**config.mk**
```make
export PLATFORM = sky130hd
export DESIGN_NAME = pgr_frame_seq
export DESIGN_NICKNAME = d
export VERILOG_FILES = /design/src/rtl/pgr_pkg.sv /design/src/rtl/pgr_centre_calc.sv /design/src/rtl/pgr_fiw_shift.sv /design/src/rtl/pgr_frame_seq.sv
export SDC_FILE = /design/constraint.sdc
export NUM_CORES = 1
export LEC_CHECK = 0
export BUFFER_PORTS_ARGS = -buffer_cell sky130_fd_sc_hd__buf_2
export CAP_MARGIN = 20
export CELL_PAD_IN_SITES_DETAIL_PLACEMENT = 1
export CELL_PAD_IN_SITES_GLOBAL_PLACEMENT = 1
export CORE_ASPECT_RATIO = 1.25
export CORE_MARGIN = 2
export CORE_UTILIZATION = 40
export DETAILED_ROUTE_END_ITERATION = 12
export PLACE_DENSITY = 0.82
export SLEW_MARGIN = 15
export SYNTH_ARGS = -nofsm -noshare
export SYNTH_HDL_FRONTEND = slang
export SYNTH_SLANG_ARGS = --single-unit
```
**constraint.sdc**
```tcl
create_clock -name clk -period 6.8 [get_ports clk]
set_input_delay 1.36 -clock clk [delete_from_list [all_inputs] [get_ports clk]]
set_output_delay 1.36 -clock clk [all_outputs]
set_load 0.02 [all_outputs]
```
**src/rtl/pgr_pkg.sv**
```systemverilog
package pgr_pkg;
    typedef enum logic [2:0] {
        ST_IDLE    = 3'd0,
        ST_SYNCING = 3'd1,
        ST_SYNC1   = 3'd2,
        ST_SYNC2   = 3'd3,
        ST_DATA    = 3'd4
    } pgr_state_e;
endpackage

```
**src/rtl/pgr_centre_calc.sv**
```systemverilog
// Modulo midpoint of a run of matching phases.
module pgr_centre_calc #(
    parameter int SPB = 10,
    parameter int PW  = 4
) (
    input  logic [PW-1:0] run_first,
    input  logic [PW-1:0] run_last,
    output logic [PW-1:0] centre
);
    localparam logic [PW:0] HALF_SPB = (PW+1)'(SPB / 2);
    localparam logic [PW:0] SPB_W    = (PW+1)'(SPB);

    logic [PW:0] sum_w;
    logic [PW:0] half_w;
    logic [PW:0] wrap_w;

    always_comb begin
        sum_w  = {1'b0, run_first} + {1'b0, run_last};
        half_w = sum_w >> 1;
        wrap_w = half_w + HALF_SPB;
        if (wrap_w >= SPB_W)
            wrap_w = wrap_w - SPB_W;
        if (run_first < run_last)
            centre = half_w[PW-1:0];
        else
            centre = wrap_w[PW-1:0];
    end
endmodule

```
**src/rtl/pgr_fiw_shift.sv**
```systemverilog
// Serial collector for the frame information word.
module pgr_fiw_shift #(
    parameter int WORD_W = 32
) (
    input  logic              clk,
    input  logic              rst_n,
    input  logic              shift_en,
    input  logic              bit_in,
    output logic [WORD_W-1:0] word
);
    always_ff @(posedge clk) begin
        if (!rst_n)
            word <= '0;
        else if (shift_en)
            word <= {word[WORD_W-2:0], bit_in};
    end
endmodule

```
**src/rtl/pgr_frame_seq.sv**
```systemverilog
module pgr_frame_seq
    import pgr_pkg::*;
#(
    parameter int SAMPLE_RATE = 16000,
    parameter int BASE_BAUD   = 1600,
    parameter int FIW_W       = 32,
    parameter int DOT_BITS    = 16,
    parameter int HDR_DIV     = 40,
    parameter int DATA_MS     = 1760
) (
    input  logic             clk,
    input  logic             rst_n,
    input  logic             smp_valid,
    input  logic [1:0]       smp_sym,
    input  logic             sync_hit,
    input  logic             hit_fast,
    input  logic             hit_four,
    input  logic             abort,
    output logic [2:0]       state,
    output logic [FIW_W-1:0] fiw,
    output logic             fiw_valid,
    output logic             baud_fast,
    output logic             four_level,
    output logic             data_stb,
    output logic [1:0]       data_sym
);
    localparam int FAST_BAUD  = 2 * BASE_BAUD;
    localparam int SPB_SLOW   = SAMPLE_RATE / BASE_BAUD;
    localparam int SPB_FAST   = SAMPLE_RATE / FAST_BAUD;
    localparam int SYNC1_BITS = DOT_BITS + FIW_W;
    localparam int HDR_SLOW   = BASE_BAUD / HDR_DIV;
    localparam int HDR_FAST   = FAST_BAUD / HDR_DIV;
    localparam int DATA_SLOW  = BASE_BAUD * DATA_MS / 1000;
    localparam int DATA_FAST  = FAST_BAUD * DATA_MS / 1000;
    localparam int PW         = $clog2(SPB_SLOW + 1);
    localparam int IW         = PW + 2;
    localparam int CW         = $clog2(DATA_FAST + 1) + 2;

    localparam logic signed [IW-1:0] ONE_I     = IW'(1);
    localparam logic signed [IW-1:0] SPB_S_I   = IW'(SPB_SLOW);
    localparam logic signed [IW-1:0] SPB_F_I   = IW'(SPB_FAST);
    localparam logic signed [IW-1:0] HALF_F_I  = IW'(SPB_FAST / 2);
    localparam logic signed [CW-1:0] ONE_C     = CW'(1);
    localparam logic signed [CW-1:0] MINUS1_C  = '1;
    localparam logic signed [CW-1:0] K_SYNC1   = CW'(SYNC1_BITS);
    localparam logic signed [CW-1:0] K_HDR_S   = CW'(HDR_SLOW);
    localparam logic signed [CW-1:0] K_HDR_F   = CW'(HDR_FAST);
    localparam logic signed [CW-1:0] K_DATA_S  = CW'(DATA_SLOW);
    localparam logic signed [CW-1:0] K_DATA_F  = CW'(DATA_FAST);

    pgr_state_e st_q, st_d;

    logic signed [IW-1:0] idx_q, idx_inc, idx_nxt, spb_cur, centre_q;
    logic signed [CW-1:0] cnt_q, cnt_inc, hdr_len, data_len;
    logic [PW-1:0]        start_q, centre_w;
    logic                 pend_fast_q, pend_four_q;
    logic                 fast_q, four_q;
    logic                 at_centre;
    logic                 sync1_done, sync2_done, data_done, go_idle;
    logic                 fiw_valid_q, data_stb_q;
    logic [1:0]           data_sym_q;

    // Phase arithmetic shared by every state
    always_comb begin
        spb_cur  = fast_q ? SPB_F_I : SPB_S_I;
        idx_inc  = idx_q + ONE_I;
        idx_nxt  = (idx_inc == spb_cur) ? '0 : idx_inc;
        at_centre = smp_valid && (idx_nxt == centre_q);
        cnt_inc  = cnt_q + ONE_C;
        hdr_len  = fast_q ? K_HDR_F : K_HDR_S;
        data_len = fast_q ? K_DATA_F : K_DATA_S;
        sync1_done = (st_q == ST_SYNC1) && at_centre && (cnt_inc == K_SYNC1);
        sync2_done = (st_q == ST_SYNC2) && at_centre && (cnt_inc == hdr_len);
        data_done  = (st_q == ST_DATA)  && at_centre && (cnt_inc == data_len);
        go_idle    = abort || data_done;
    end

    pgr_centre_calc #(.SPB(SPB_SLOW), .PW(PW)) u_centre (
        .run_first (start_q),
        .run_last  (idx_nxt[PW-1:0]),
        .centre    (centre_w)
    );

    pgr_fiw_shift #(.WORD_W(FIW_W)) u_fiw (
        .clk      (clk),
        .rst_n    (rst_n),
        .shift_en ((st_q == ST_SYNC1) && at_centre && !abort),
        .bit_in   (smp_sym[1]),
        .word     (fiw)
    );

    // Next-state logic
    always_comb begin
        st_d = st_q;
        if (abort) begin
            st_d = ST_IDLE;
        end else if (smp_valid) begin
            unique case (st_q)
                ST_IDLE:    if (sync_hit)   st_d = ST_SYNCING;
                ST_SYNCING: if (!sync_hit)  st_d = ST_SYNC1;
                ST_SYNC1:   if (sync1_done) st_d = ST_SYNC2;
                ST_SYNC2:   if (sync2_done) st_d = ST_DATA;
                ST_DATA:    if (data_done)  st_d = ST_IDLE;
                default:                    st_d = ST_IDLE;
            endcase
        end
    end

    // State register
    always_ff @(posedge clk) begin
        if (!rst_n) st_q <= ST_IDLE;
        else        st_q <= st_d;
    end

    // Phase, centre, counters and mode
    always_ff @(posedge clk) begin
        if (!rst_n || go_idle) begin
            idx_q       <= '0;
            start_q     <= '0;
            centre_q    <= '0;
            cnt_q       <= '0;
            pend_fast_q <= 1'b0;
            pend_four_q <= 1'b0;
            fast_q      <= 1'b0;
            four_q      <= 1'b0;
        end else if (smp_valid) begin
            idx_q <= idx_nxt;
            unique case (st_q)
                ST_IDLE: begin
                    if (sync_hit) begin
                        start_q     <= idx_nxt[PW-1:0];
                        pend_fast_q <= hit_fast;
                        pend_four_q <= hit_four;
                    end
                end
                ST_SYNCING: begin
                    if (sync_hit) begin
                        pend_fast_q <= hit_fast;
                        pend_four_q <= hit_four;
                    end else begin
                        centre_q <= $signed({{(IW-PW){1'b0}}, centre_w});
                        cnt_q    <= '0;
                    end
                end
                ST_SYNC1: begin
                    if (sync1_done) begin
                        fast_q <= pend_fast_q;
                        four_q <= pend_four_q;
                        cnt_q  <= '0;
                        if (pend_fast_q) begin
                            centre_q <= centre_q >>> 1;
                            idx_q    <= (idx_nxt >>> 1) - HALF_F_I;
                            cnt_q    <= MINUS1_C;
                        end
                    end else if (at_centre) begin
                        cnt_q <= cnt_inc;
                    end
                end
                ST_SYNC2: begin
                    if (at_centre) cnt_q <= sync2_done ? '0 : cnt_inc;
                end
                ST_DATA: begin
                    if (at_centre) cnt_q <= cnt_inc;
                end
                default: cnt_q <= '0;
            endcase
        end
    end

    // Output pulses
    always_ff @(posedge clk) begin
        if (!rst_n) begin
            fiw_valid_q <= 1'b0;
            data_stb_q  <= 1'b0;
            data_sym_q  <= '0;
        end else begin
            fiw_valid_q <= sync1_done && !abort;
            data_stb_q  <= (st_q == ST_DATA) && at_centre && !abort;
            if ((st_q == ST_DATA) && at_centre && !abort)
                data_sym_q <= smp_sym;
        end
    end

    assign state      = st_q;
    assign fiw_valid  = fiw_valid_q;
    assign baud_fast  = fast_q;
    assign four_level = four_q;
    assign data_stb   = data_stb_q;
    assign data_sym   = data_sym_q;

    p_hit_enters_syncing_r2: assert property (@(posedge clk) disable iff (!rst_n)
        (st_q == ST_IDLE && smp_valid && sync_hit && !abort) |=> (st_q == ST_SYNCING));
    p_fiw_single_pulse_r4: assert property (@(posedge clk) disable iff (!rst_n)
        fiw_valid_q |=> !fiw_valid_q);
    p_fiw_lands_in_sync2_r4: assert property (@(posedge clk) disable iff (!rst_n)
        fiw_valid_q |-> (st_q == ST_SYNC2));
    p_strobe_from_data_r7: assert property (@(posedge clk) disable iff (!rst_n)
        data_stb_q |-> ($past(st_q) == ST_DATA));
    p_phase_in_range_r7: assert property (@(posedge clk) disable iff (!rst_n)
        idx_q < spb_cur);
    p_idle_defaults_r8: assert property (@(posedge clk) disable iff (!rst_n)
        (st_q == ST_IDLE) |-> (!fast_q && !four_q));
    p_abort_to_idle_r9: assert property (@(posedge clk) disable iff (!rst_n)
        abort |=> (st_q == ST_IDLE && !data_stb_q && !fiw_valid_q));
    p_hold_without_sample_r10: assert property (@(posedge clk) disable iff (!rst_n)
        (!smp_valid && !abort) |=> ($stable(st_q) && $stable(cnt_q) && $stable(idx_q)));
endmodule

```
* After elaboration in Yosys (flattened, before gate mapping)
Cells that the tools add are included.
** Storage, ports and cells
- Word-level logic and storage cells :: 93
- Register bits :: 74
- Output and inout bits :: 41
- Bits of input ports :: 9
** Cells by class
- Bitwise gates (word level) :: 4
- Reductions and logical operators :: 25
- Equality and inequality tests :: 16
- Add/subtract/negate cells :: 6
- Magnitude comparators :: 2
- Multiplexer cells :: 26
** Operators with widths (number)
- 2-to-1 mux 15 bit :: 6
- case mux 15 bit (5 select lines) :: 1
- 2-to-1 mux 6 bit :: 5
- adder 15 x 2 -> 15 bit (second input constant) :: 1
- equality test 15 x 14 -> 1 bit :: 1
- equality test 15 x 7 -> 1 bit (second input constant) :: 1
- equality test 15 x 8 -> 1 bit :: 1
- 2-to-1 mux 3 bit :: 5
- case mux 3 bit (5 select lines) :: 1
- inequality test 2 bit (second input constant) :: 7
- 2-to-1 mux 13 bit :: 1
- 2-to-1 mux 4 bit :: 3
- case mux 6 bit (2 select lines) :: 1
- logical AND 1 bit :: 10
- 2-to-1 mux 5 bit :: 2
- AND reduction 3 bit :: 3
- AND reduction 4 bit :: 2
- 2-to-1 mux 7 bit :: 1
- adder 6 x 2 -> 6 bit (second input constant) :: 1
- equality test 3 x 2 -> 1 bit (second input constant) :: 2
- equality test 6 x 5 -> 1 bit :: 1
- equality test 6 bit :: 1
- AND reduction 6 bit :: 1
- subtractor 5 x 3 -> 6 bit (second input constant) :: 1
- 14 further kinds :: 20

* Depth between registers and ports, before layout
Gate-level depths: netlist of the first run.
- Word-level depth :: 10
- Mapped depth :: 21
- Depth with buffers taken out :: 20

* Hierarchy
Synthesis of the first run repeated with hierarchy kept, for this count alone.
** Unflattened totals
- Cells, all modules :: 632
- Area total of the unflattened synthesis :: 5201.2 um^2
** Modules (own cells, without submodules)
- pgr_frame_seq :: times used 1, sequential area each 800.8 um^2, area each 3408.3 um^2, cells each 458
- pgr_fiw_shift :: times used 1, sequential area each 640.6 um^2, area each 1243.7 um^2, cells each 103
- pgr_centre_calc :: times used 1, sequential area each 0.0 um^2, area each 549.3 um^2, cells each 71

* Worst setup path before layout of the first run
OpenSTA, ideal clock, no wires.
- Path type :: reg-to-reg
- From :: register idx_q[1]
- To :: register centre_q[1]
- Data required time :: 6725 ps
- Buffers on the path :: 0
- Library setup time :: 75 ps
- Slack :: 2988 ps
- Data arrival time :: 3737 ps
- Period minus slack after synthesis :: 3812 ps
- Cell stages (with the launch flop) :: 19
- Path through :: dfxtp_1 ha_1 a311oi_1 a41o_1 nand3_1 o21ai_0 inv_1 fa_1 xnor2_1 ha_1 xnor2_1 ha_1 inv_1 a21oi_1 o21a_1 a31oi_1 xnor2_1 nor2_1 o22ai_1
** Between the ends
- Cells in the longest elaborated chain, start to end :: 10
- Elaborated cells between the ends (all ways) :: 22
- Those cells by class :: add/sub (4); order compare (2); eq/ne (3); mux (5); reduce/logical (8)
** RTL lines
- from (decl) :: RTL line pgr_frame_seq.sv:53 : logic signed [IW-1:0] idx_q, idx_inc, idx_nxt, spb_cur, centre_q;
- from (signal assigned) :: RTL line pgr_frame_seq.sv:127 : idx_q <= idx_nxt;
- from (signal assigned) :: RTL line pgr_frame_seq.sv:152 : idx_q <= (idx_nxt >>> 1) - HALF_F_I;
- adder 6 x 2 -> 6 bit (*) :: RTL line pgr_frame_seq.sv:66 : idx_inc = idx_q + ONE_I;
- equality test 6 x 5 -> 1 bit :: RTL line pgr_frame_seq.sv:67 : idx_nxt = (idx_inc == spb_cur) ? '0 : idx_inc;
- 2-to-1 mux 6 bit (*) :: RTL line pgr_frame_seq.sv:67
- named net idx_nxt[1] :: RTL line pgr_frame_seq.sv:53
- adder 4 x 4 -> 5 bit :: RTL line pgr_centre_calc.sv:18 : sum_w = {1'b0, run_first} + {1'b0, run_last};
- adder 4 x 3 -> 5 bit :: RTL line pgr_centre_calc.sv:20 : wrap_w = half_w + HALF_SPB;
- subtractor 4 bit / greater-or-equal comparator 5 x 4 -> 1 bit (equally long branches) :: RTL line pgr_centre_calc.sv:22, pgr_centre_calc.sv:21
- 2-to-1 mux 4 bit :: RTL line pgr_centre_calc.sv:21 : if (wrap_w >= SPB_W)
- 2-to-1 mux 4 bit :: RTL line pgr_centre_calc.sv:23 : if (run_first < run_last)
- 2-to-1 mux 6 bit :: RTL line pgr_frame_seq.sv:137 : if (sync_hit) begin
- case mux 6 bit (2 select lines) :: RTL line pgr_frame_seq.sv:128 : unique case (st_q)
- to (signal assigned) :: RTL line pgr_frame_seq.sv:141 : centre_q <= $signed({{(IW-PW){1'b0}}, centre_w});
- to (signal assigned) :: RTL line pgr_frame_seq.sv:151 : centre_q <= centre_q >>> 1;
- to (decl) :: RTL line pgr_frame_seq.sv:53
The timed path passes the listed nets; every way through them passes the cells marked *. The select of a mux whose other input is x is not followed.
A chain may end at the register's enable or synchronous reset.

* Final worst setup path of the first run
- From :: register idx_q[0]
- To :: register centre_q[1]
** Between the ends
- Cells in the longest elaborated chain, start to end :: 10
- Elaborated cells between the ends (all ways) :: 22
- Those cells by class :: add/sub (4); order compare (2); eq/ne (3); mux (5); reduce/logical (8)
** RTL lines (RTL line)
- adder 6 x 2 -> 6 bit (*) :: pgr_frame_seq.sv:66
- equality test 6 x 5 -> 1 bit :: pgr_frame_seq.sv:67
- 2-to-1 mux 6 bit (*) :: pgr_frame_seq.sv:67
- adder 4 x 4 -> 5 bit :: pgr_centre_calc.sv:18
- adder 4 x 3 -> 5 bit :: pgr_centre_calc.sv:20
- subtractor 4 bit / greater-or-equal comparator 5 x 4 -> 1 bit (equally long branches) :: pgr_centre_calc.sv:22, pgr_centre_calc.sv:21
- 2-to-1 mux 4 bit :: pgr_centre_calc.sv:21
- 2-to-1 mux 4 bit :: pgr_centre_calc.sv:23
- 2-to-1 mux 6 bit :: pgr_frame_seq.sv:137
- case mux 6 bit (2 select lines) :: pgr_frame_seq.sv:128
Mark *: on every way between the ends. The rest lies on a longest branch, timed or not. The select of a mux whose other input is x is not followed.

==> results of run 1 <==
## registers in the layout, indices dropped and copies added, names as in the netlist
name and count:
data_stb 1, fiw_valid 1, idx_q 6, cnt_q 15
data_sym 2, u_fiw.word 32, four_level 1, pend_fast_q 1
start_q 4, state 3, baud_fast 1, pend_four_q 1
centre_q 4
## final timing paths
path / slack [ns] / depth (start not counted) / to
setup / recovery: 1.88 / 18 / centre_q[1]
hold / removal: 0.51 / 2 / data_sym[1]
setup reg to reg: 1.88 / 18 / centre_q[1]
hold reg to reg: 0.51 / 2 / data_sym[1]
## final cells by class
cell class,count,share of cell area
multi-input combinational,450,0.571
sequential,72,0.273
timing repair buffer,54,0.0574
clock buffer,9,0.0427
tap,138,0.0327
clock inverter,7,0.0154
inverter,11,0.00783
## stage by stage
step | utilization | cell area [sq um]
finish | 0.458 | 5270
CTS | 0.455 | 5240
global placement | 0.429 | 4930
detailed placement | 0.429 | 4930
floorplan | - | 4660
global route | 0.458 | 5270
## cell families (layout without fill, tap and decap cells)
kind of cell | after synthesis | in the layout | share of synthesized area
AO/OA/AOI/OAI | 140 | 140 | 0.202
XOR/XNOR | 26 | 26 | 0.0489
adder cells (fa/ha/maj) | 14 | 14 | 0.0392
buffers and inverters | 52 | 81 | 0.0475
flip-flops | 72 | 72 | 0.309
multiplexers | 43 | 43 | 0.0923
AND/OR/NAND/NOR | 227 | 227 | 0.261
## layer usage
layer | part of all wire | wire [um] | vias up | global-route usage
li1 | - | - | 2107 | -
met1 | 0.42 | 5460 | 2126 | 0.243
met2 | 0.52 | 6820 | 74 | 0.387
met3 | 0.034 | 447 | 27 | 0.0438
met4 | 0.024 | 314 | 0 | 0.0749
met5 | 0 | 0 | - | 0
## report_power, final
| group | switching (mW) | internal, mW | total [mW] | leakage (nW) |
|---|---|---|---|---|
| logic | 0.0402 | 0.0245 | 0.0647 | 1.17 |
| registers | 0.00370 | 0.424 | 0.427 | 0.580 |
| clock network | 0.206 | 0.291 | 0.496 | 0.148 |
## placed cells by master, fill, tap and decap left out, types with 9 or more instances in the layout
cell and instances:
dfxtp_1 72, nor2_1 54, buf_2 49, mux2i_1 43, nor2b_1 42, nand2_1 42
a21oi_1 32, o21ai_0 24, xnor2_1 17, nand3_1 16, a31oi_1 15, nor3_1 14
ha_1 13, inv_1 11, xor2_1 9, a211oi_1 9, clkbuf_16 9
## worst max-delay path: cells and delay by family (launching register included)
kind / cells / cell delay [ns]
compound gates: 8 / 2.48
xor+xnor: 2 / 0.31
fa+ha+maj: 3 / 0.89
flops: 1 / 0.53
buf+inv: 1 / 0.10
simple gates: 4 / 0.52
==> impl_metrics.csv, run 1 <==
group,metric,value,unit
outcome,status,"completed",
drt,vias,4334,
sta,min_period_over_period,0.723,
cells_and_area,seq_area,0.00144,sq mm
place,pre_cts_ws,2.11,ns
synth,synth_nets,597,
drt,firstDrtPassIters,4,
global_route,grt_max_degree,36,
cells_and_area,layout-drive-gt1-share,0.144,
power,vdd_drop_max,0.000146,V
sta,finClkSkew,0.00492,ns
global_route,grt_overflow,0,
synth,syn_area,0.00466,sq mm
cells_and_area,diodes,0,
synth,yosys.cell_types.count,69,
worst_setup_path,cp_max_fo,11,
sta,whs,0.506,ns
worst_setup_path,end_kind,"flop",
worst_setup_path,crit_chain,"ha_1 > and3_1 > a41o_1 > nand3_1 > o21ai_0 > ha_1 > nor3b_1 > a21boi_0 > o311ai_1 > xnor2_1 > ha_1 > inv_1 > a21oi_1 > o21a_1 > a31oi_1 > xnor2_1 > nor2_1 > o22ai_1",
worst_setup_path,worstPathArrival,5.19,ns
synth,synth_top_cell_area_share,0.309,
sta,slew_violations,0,
sta,tns,0,ns
cells_and_area,layoutNonFillerInstCount,741,
synth,synthTopCellsByCount,"72 x dfxtp_1, 55 x nor2_1, 43 x mux2i_1",
worst_setup_path,slowest_delay,0.90,ns
place,placedCellCount,723,
cells_and_area,multiInputGateArea,0.00301,sq mm
synth,ys_seq_elements,72,
floorplan,core-area,0.0115,sq mm
cts,cts.sinks,72,
drt,drt_wl_total,13000,um
sta,max_freq,203,MHz
worst_setup_path,start_kind,"flop",
synth,synth.area.top_cells,"dfxtp_1 31%, mux2i_1 9.2%, nor2b_1 5.6%",
sta,setup_ws,1.88,ns
place,dp.final_hpwl,9230,um
place,numPortBuffers,49,
cts,cts_buffers,9,
cts,cts_tree,"built",
worst_setup_path,setup.worst_path.class,"flop to flop",
cts,htreeDepth,3,
sta,rsz0062_at_grt,"false",
drt,drt_first_iter_violations,184,
hold_path,hp-start,"data_sym[1]",
synth,synth_area_per_cell,8.12,sq um
worst_setup_path,critPathSlowestCell,"o311ai_1",
drt,drcViolationCount,0,
power,p_leak,1.90,nW
place,routabilityCongestion,0.845,
worst_setup_path,startpoint,"idx_q[0]",
synth,ys.flop_type,"dfxtp_1",
sta,post-route-min-period,4.92,ns
synth,synth_edf_count,0,
cts,cts_setup_buffers,0,
global_route,grt_first_pass_wirelength,21900,um
sta,worst_pin_slew,1.04,ns
synth,synthCells,574,
cts,cts-root-buf,"clkbuf_16",
synth,yosysSeqAreaShare,0.309,
global_route,antenna_found_initial,0,
sta,relSlewSlack,0.293,
drt,ant_nets,0,
power,power.total,0.988,mW
synth,ys_warn_count,0,
cells_and_area,nFillCells,1361,
drt,drt-wirelength-per-cell,17.6,um
sta,setup_viol,0,
cts,clk_pin_slew,0.06,ns
synth,async_flop_share,0,
floorplan,num_rows,44,
cts,cts_hold_buf,0,
drt,avgViaCountPerCell,5.85,
worst_setup_path,cpMostUsedCell,"ha_1",
synth,synth_largest_area_cell,"dfxtp_1",
global_route,grt_pass1_vias,4517,
power,powerDensity,187,mW/mm^2
floorplan,initial_core_util,0.405,
floorplan,io_pins,50,
global_route,grt.total_usage,0.213,
floorplan,die_w,101,um
cells_and_area,nNetsFinal,621,
job,maxCapViolCount,0,
hold_path,hp-class,"flop to flop",
cts,clkLatencyLatePin,0.34,ns
cts,cts-resized-gates,0,
cts,cts_buffer_depth,2,
cells_and_area,area_growth,13.2,%
floorplan,die_area,0.0125,sq mm
worst_setup_path,r2r-start,"idx_q[0]",
floorplan,die-height,125,um
synth,synth_most_common_cell,"dfxtp_1",
worst_setup_path,required,7.07,ns
sta,final-hold-violation-count,0,
Power figures use the tool's default switching activity.
==> run 2: changes to the inputs <==
Settings changed: PLACE_DENSITY 0.82 to 0.84.
Clock period 6.8 ns to 4.1 ns, I/O delays scaled along.
==> run 2 against run 1 <==
Compared with the run above: highest routed layer unchanged; final cell count increased by 1.9%; cell area increased by 2.9%; clock power increased by 66%; critical path depth decreased by 1; sequential share of layout area decreased by 0.75 points; non-clock buffer count increased by 14; wire length increased by 3.1%; die area unchanged; via count increased by 1.2%; largest cell class unchanged; maximum frequency increased by 28%; critical path type unchanged; sequential power increased by 66%.
==> impl_metrics.csv, run 2 (synthesized netlist as in run 1, its figures left out) <==
group,metric,value,unit
power,power.total,1.65,mW
drt,ant_nets,0,
sta,slew_violations,0,
floorplan,num_rows,44,
sta,post-route-min-period,3.84,ns
sta,rsz0062_at_grt,"false",
drt,drt-wirelength-per-cell,17.8,um
sta,max_freq,261,MHz
hold_path,hp-class,"flop to flop",
power,vdd_drop_max,0.000245,V
cells_and_area,nNetsFinal,635,
sta,tns,0,ns
worst_setup_path,setup.worst_path.class,"flop to flop",
drt,vias,4384,
global_route,grt_max_degree,36,
floorplan,initial_core_util,0.405,
sta,setup_viol,0,
sta,min_period_over_period,0.935,
worst_setup_path,reg2reg_depth,17,
worst_setup_path,critPathSlowestCell,"dfxtp_2",
floorplan,io_pins,50,
worst_setup_path,worstReg2RegEnd,"centre_q[2]",
power,p_int,1.23,mW
floorplan,die-height,125,um
cells_and_area,layoutNonFillerInstCount,755,
cells_and_area,design_area,0.00543,sq mm
sta,finClkSkew,0.0115,ns
cts,htreeDepth,3,
worst_setup_path,required,4.37,ns
place,dp.final_hpwl,9440,um
worst_setup_path,crit_path_end,"centre_q[2]",
worst_setup_path,end_kind,"flop",
worst_setup_path,crit_chain,"ha_2 > and3_2 > a41o_1 > nand3_1 > o21ai_4 > ha_1 > nor3b_1 > a21boi_0 > o311ai_2 > xnor2_1 > ha_2 > inv_1 > o21ai_0 > a32o_1 > o21ai_0 > nand3b_1 > a31oi_1",
power,p_seq_frac,0.430,
worst_setup_path,startpoint,"idx_q[1]",
global_route,grt_overflow,0,
drt,drcViolationCount,0,
power,power.switching,0.414,mW
worst_setup_path,slowest_delay,0.38,ns
power,p_comb_frac,0.071,
drt,firstDrtPassIters,4,
cells_and_area,final_util,0.472,
sta,relSlewSlack,0.551,
place,routabilityCongestion,0.860,
cells_and_area,layout_common_cells,"71 x dfxtp_1, 54 x nor2_1, 49 x buf_2",
place,postPlaceCellArea,0.00502,sq mm
floorplan,die_area,0.0125,sq mm
floorplan,core-area,0.0115,sq mm
cts,cts_tree,"built",
cts,clkLatencyLatePin,0.34,ns
cts,cts.sinks,72,
worst_setup_path,cp_max_fo,6,
power,powerDensity,303,mW/mm^2
cts,cts_buffer_depth,2,
cells_and_area,top_regs,"u_fiw.word x32, cnt_q x15, idx_q x6",
cells_and_area,largest_reg_flops,32,
power,p_clk_frac,0.499,
outcome,status,"completed",
cts,clk_pin_slew,0.06,ns
worst_setup_path,r2r-start,"idx_q[1]",
sta,final-hold-violation-count,0,
global_route,grt_first_pass_wirelength,22700,um
global_route,grt_pass1_vias,4564,
floorplan,die_w,101,um
worst_setup_path,worstPathArrival,4.10,ns
drt,drt_first_iter_violations,195,
drt,avgViaCountPerCell,5.81,
global_route,antenna_found_initial,0,
global_route,grt.total_usage,0.223,
place,placedCellCount,735,
place,numPortBuffers,49,
cells_and_area,layout-drive-gt1-share,0.188,
cts,cts_buffers,9,
worst_setup_path,start_kind,"flop",
cells_and_area,layout_commonest_cell,"dfxtp_1",
cts,cts-root-buf,"clkbuf_16",
power,p_leak,1.97,nW
hold_path,hold_depth,2,
worst_setup_path,r2r_slack,0.26,ns
power,switching_share,0.251,
sta,worst_pin_slew,0.671,ns
drt,drt_wl_total,13400,um
cells_and_area,top_register,"u_fiw.word",
cells_and_area,diodes,0,
cells_and_area,nFillCells,1395,
cells_and_area,area_growth,16.4,%
job,maxCapViolCount,0,
cts,cts_hold_buf,0,
[run 2: changes by cell type in the layout (fill, tap and decap cells not counted), sizes merged]
cell    before  now
clkinv       0    1
inv         16   15
buf         54   68
[run 2: critical path, delay by kind of cell, from the launching register on]
kind	cells	cell delay, ns
simple gates	4	0.77
compound gates	8	1.60
fa+ha+maj	3	0.76
xor+xnor	1	0.16
buf+inv	1	0.07
flops	1	0.38
[run 2: through the flow]
step                      hold WS (ns)  worst slack [ns]
after floorplan                  0.460             0.288
after global placement           0.469             0.134
after detailed placement         0.493            -0.393
after CTS                        0.512            0.0284
after global routing             0.547            0.0376
final                            0.508             0.265
[run 2: worst min path at each step]
stage / startpoint / to / slack [ns]
final: pend_four_q / four_level / 0.51
after global routing: u_fiw.word[31] / u_fiw.word[31] / 0.55
after CTS: pend_four_q / four_level / 0.51
after detailed placement: data_sym[0] / data_sym[0] / 0.49
after global placement: data_sym[1] / data_sym[1] / 0.47
after floorplan: pend_four_q / four_level / 0.46
[run 2: final cells by class]
cell class                 count  area, sq um  share of cell area
multi-input combinational    450         3070               0.566
sequential                    72         1440               0.266
timing repair buffer          68          388              0.0715
clock buffer                   9          225              0.0415
tap                          138          173              0.0318
clock inverter                 7         83.8              0.0154
inverter                      11         41.3             0.00761
[run 2: power groups by stage]
stage	sequential [mW]	clock (mW)	combinational, mW
finish	0.708	0.821	0.117
global route	0.709	0.869	0.128
CTS	0.708	0.838	0.111
detailed placement	0.724	0	0.108
global placement	0.723	0	0.102
floorplan	0.721	0	0.0793
[run 2: repair_timing]
action	in CTS	in global routing
hold endpoints to repair	0	0
pin swaps	1	1
buffers inserted	1	3
setup endpoints to repair	3	3
gates resized for setup	6	11
[run 2: routing by layer]
layer | part of all wire | GRT usage
met5 | 0 | 0
met4 | 0.012 | 0.0596
met3 | 0.028 | 0.0438
met2 | 0.55 | 0.414
met1 | 0.41 | 0.256
==> run 3: changes to the inputs <==
Settings changed: PLACE_DENSITY 0.84 to 0.82.
Clock period 4.1 ns to 4.9 ns, I/O delays scaled along.
==> run 3 against run 2 <==
Compared with the run above: core utilization fell by 1.2 points; power fell by 16%; largest cell class unchanged; via count rose by 0.36%; clock power fell by 15%; largest power group unchanged; maximum frequency fell by 14%.
==> impl_metrics.csv, run 3 (synthesized netlist as in run 1, its figures left out) <==
group,metric,value,unit
outcome,status,"completed",
hold_path,hp-class,"flop to flop",
floorplan,initial_core_util,0.405,
cts,cts-root-buf,"clkbuf_16",
power,p_seq_frac,0.430,
power,p_leak,1.91,nW
power,vdd_drop_max,0.000182,V
floorplan,die-height,125,um
drt,avgViaCountPerCell,5.91,
sta,setup_ws,0.466,ns
floorplan,core-area,0.0115,sq mm
global_route,grt_first_pass_wirelength,22300,um
sta,max_freq,226,MHz
sta,setup_viol,0,
cells_and_area,area_growth,13.4,%
worst_setup_path,start_kind,"flop",
sta,min_period_over_period,0.905,
global_route,grt_max_degree,36,
cells_and_area,layout-drive-gt1-share,0.152,
sta,tns,0,ns
worst_setup_path,crit_chain,"ha_1 > and3_1 > a41o_1 > a21oi_1 > inv_1 > ha_1 > nor3b_1 > a221oi_1 > o311ai_2 > xnor2_1 > ha_1 > inv_1 > o21ai_0 > a32o_1 > o21ai_0 > nand3b_1 > a31oi_1",
power,p_int,1.03,mW
place,numPortBuffers,49,
floorplan,num_rows,44,
sta,worst_pin_slew,0.810,ns
floorplan,die_w,101,um
cells_and_area,top_regs,"u_fiw.word x32, cnt_q x15, idx_q x6",
drt,drt_first_iter_violations,156,
cells_and_area,layout_commonest_cell,"dfxtp_1",
global_route,antenna_found_initial,0,
sta,post-route-min-period,4.43,ns
sta,slew_violations,0,
drt,drt_wl_total,13300,um
worst_setup_path,crit_family,"compound AO/OA/AOI/OAI gates",
place,routabilityCongestion,0.822,
power,p_comb_frac,0.066,
job,maxCapViolCount,0,
drt,firstDrtPassIters,4,
cts,cts_hold_buf,0,
sta,rsz0062_at_grt,"false",
power,power.switching,0.351,mW
floorplan,io_pins,50,
worst_setup_path,critPathSlowestCell,"a21oi_1",
sta,finClkSkew,0.00965,ns
drt,drcViolationCount,0,
worst_setup_path,cpMostUsedCell,"ha_1",
worst_setup_path,cp_max_fo,11,
power,switching_share,0.255,
place,pre_cts_ws,0.236,ns
global_route,grt.total_usage,0.221,
drt,vias,4400,
cts,cts_buffers,9,
power,powerDensity,261,mW/mm^2
power,p_clk_frac,0.504,
cells_and_area,nNetsFinal,624,
cts,cts_buffer_depth,2,
worst_setup_path,slowest_delay,0.47,ns
cts,clkLatencyLatePin,0.35,ns
worst_setup_path,required,5.17,ns
cts,cts.sinks,72,
drt,drt-wirelength-per-cell,17.8,um
drt,ant_nets,0,
sta,relSlewSlack,0.458,
cells_and_area,largest_reg_flops,32,
cells_and_area,diodes,0,
cells_and_area,top_register,"u_fiw.word",
place,dp.final_hpwl,9470,um
floorplan,die_area,0.0125,sq mm
global_route,grt_pass1_vias,4582,
cts,cts_tree,"built",
worst_setup_path,worst-path-buf-inv,2,
cts,htreeDepth,3,
worst_setup_path,setup.worst_path.class,"flop to flop",
cts,clk_pin_slew,0.06,ns
cells_and_area,layout_common_cells,"71 x dfxtp_1, 54 x nor2_1, 49 x buf_2",
sta,final-hold-violation-count,0,
worst_setup_path,end_kind,"flop",
global_route,grt_overflow,0,
worst_setup_path,worstPathArrival,4.70,ns
==> run 3: cell types whose count changed in the layout (fill, tap and decap cells not counted), moves of 3 or more <==
cell	delta
a21oi_2	-3
ha_2	-4
a21oi_1	+3
buf_4	-11
ha_1	+4
==> run 3: what timing repair did <==
item,4_1_cts,5_1_grt
resized for setup,0,3
endpoints found under the hold margin,0,0
buffers inserted,0,0
endpoints found under the setup margin,0,3
==> run 3: worst paths after layout <==
check	start	endpoint	slack [ns]	cells after the start
hold reg to reg	pend_four_q	four_level	0.50	2
setup reg to reg	idx_q[0]	centre_q[2]	0.47	17
hold / removal	pend_four_q	four_level	0.50	2
setup / recovery	idx_q[0]	centre_q[2]	0.47	17
==> run 3: worst register-to-register path, stage by stage (launching register included) <==
cell	delay [ns]
dfxtp_2	0.38
ha_1	0.29
and3_1	0.27
a41o_1	0.29
a21oi_1	0.47
inv_1	0.14
ha_1	0.40
nor3b_1	0.17
a221oi_1	0.27
o311ai_2	0.29
xnor2_1	0.21
ha_1	0.30
inv_1	0.09
o21ai_0	0.08
a32o_1	0.27
o21ai_0	0.15
nand3b_1	0.10
a31oi_1	0.18
==> run 3: layout make-up <==
type / instances / area, sq um
fill: 1387 / 6220
multi-input combinational: 450 / 3020
sequential: 72 / 1440
timing repair buffer: 57 / 305
clock buffer: 9 / 225
tap: 138 / 173
clock inverter: 7 / 83.8
inverter: 11 / 41.3
==> run 3: through the flow <==
| step | std cells | hold WS (ns) | power [mW] | area, sq um | util |
|---|---|---|---|---|---|
| 5_1_grt | 744 | 0.538 | 1.42 | 5290 | 0.460 |
| 3_3_place_gp | 727 | 0.469 | 0.690 | 4960 | 0.431 |
| 2_1_floorplan | 574 | 0.460 | 0.670 | 4660 | - |
| 4_1_cts | 743 | 0.511 | 1.39 | 5270 | 0.458 |
| 3_5_place_dp | 727 | 0.503 | 0.695 | 4960 | 0.431 |
| 6_report | 744 | 0.505 | 1.38 | 5290 | 0.460 |
==> run 3: power by group through the flow <==
stage | combinational, mW | sequential, mW | clock [mW]
floorplan | 0.0664 | 0.604 | 0
global placement | 0.0840 | 0.606 | 0
detailed placement | 0.0886 | 0.606 | 0
CTS | 0.0894 | 0.593 | 0.710
global route | 0.0994 | 0.594 | 0.731
finish | 0.0903 | 0.593 | 0.695
==> run 3: routing by layer <==
layer | global-route usage | routed length (um)
met3 | 0.0483 | 445
met1 | 0.249 | 5520
met4 | 0.0975 | 445
met2 | 0.391 | 6860
met5 | 0 | 0
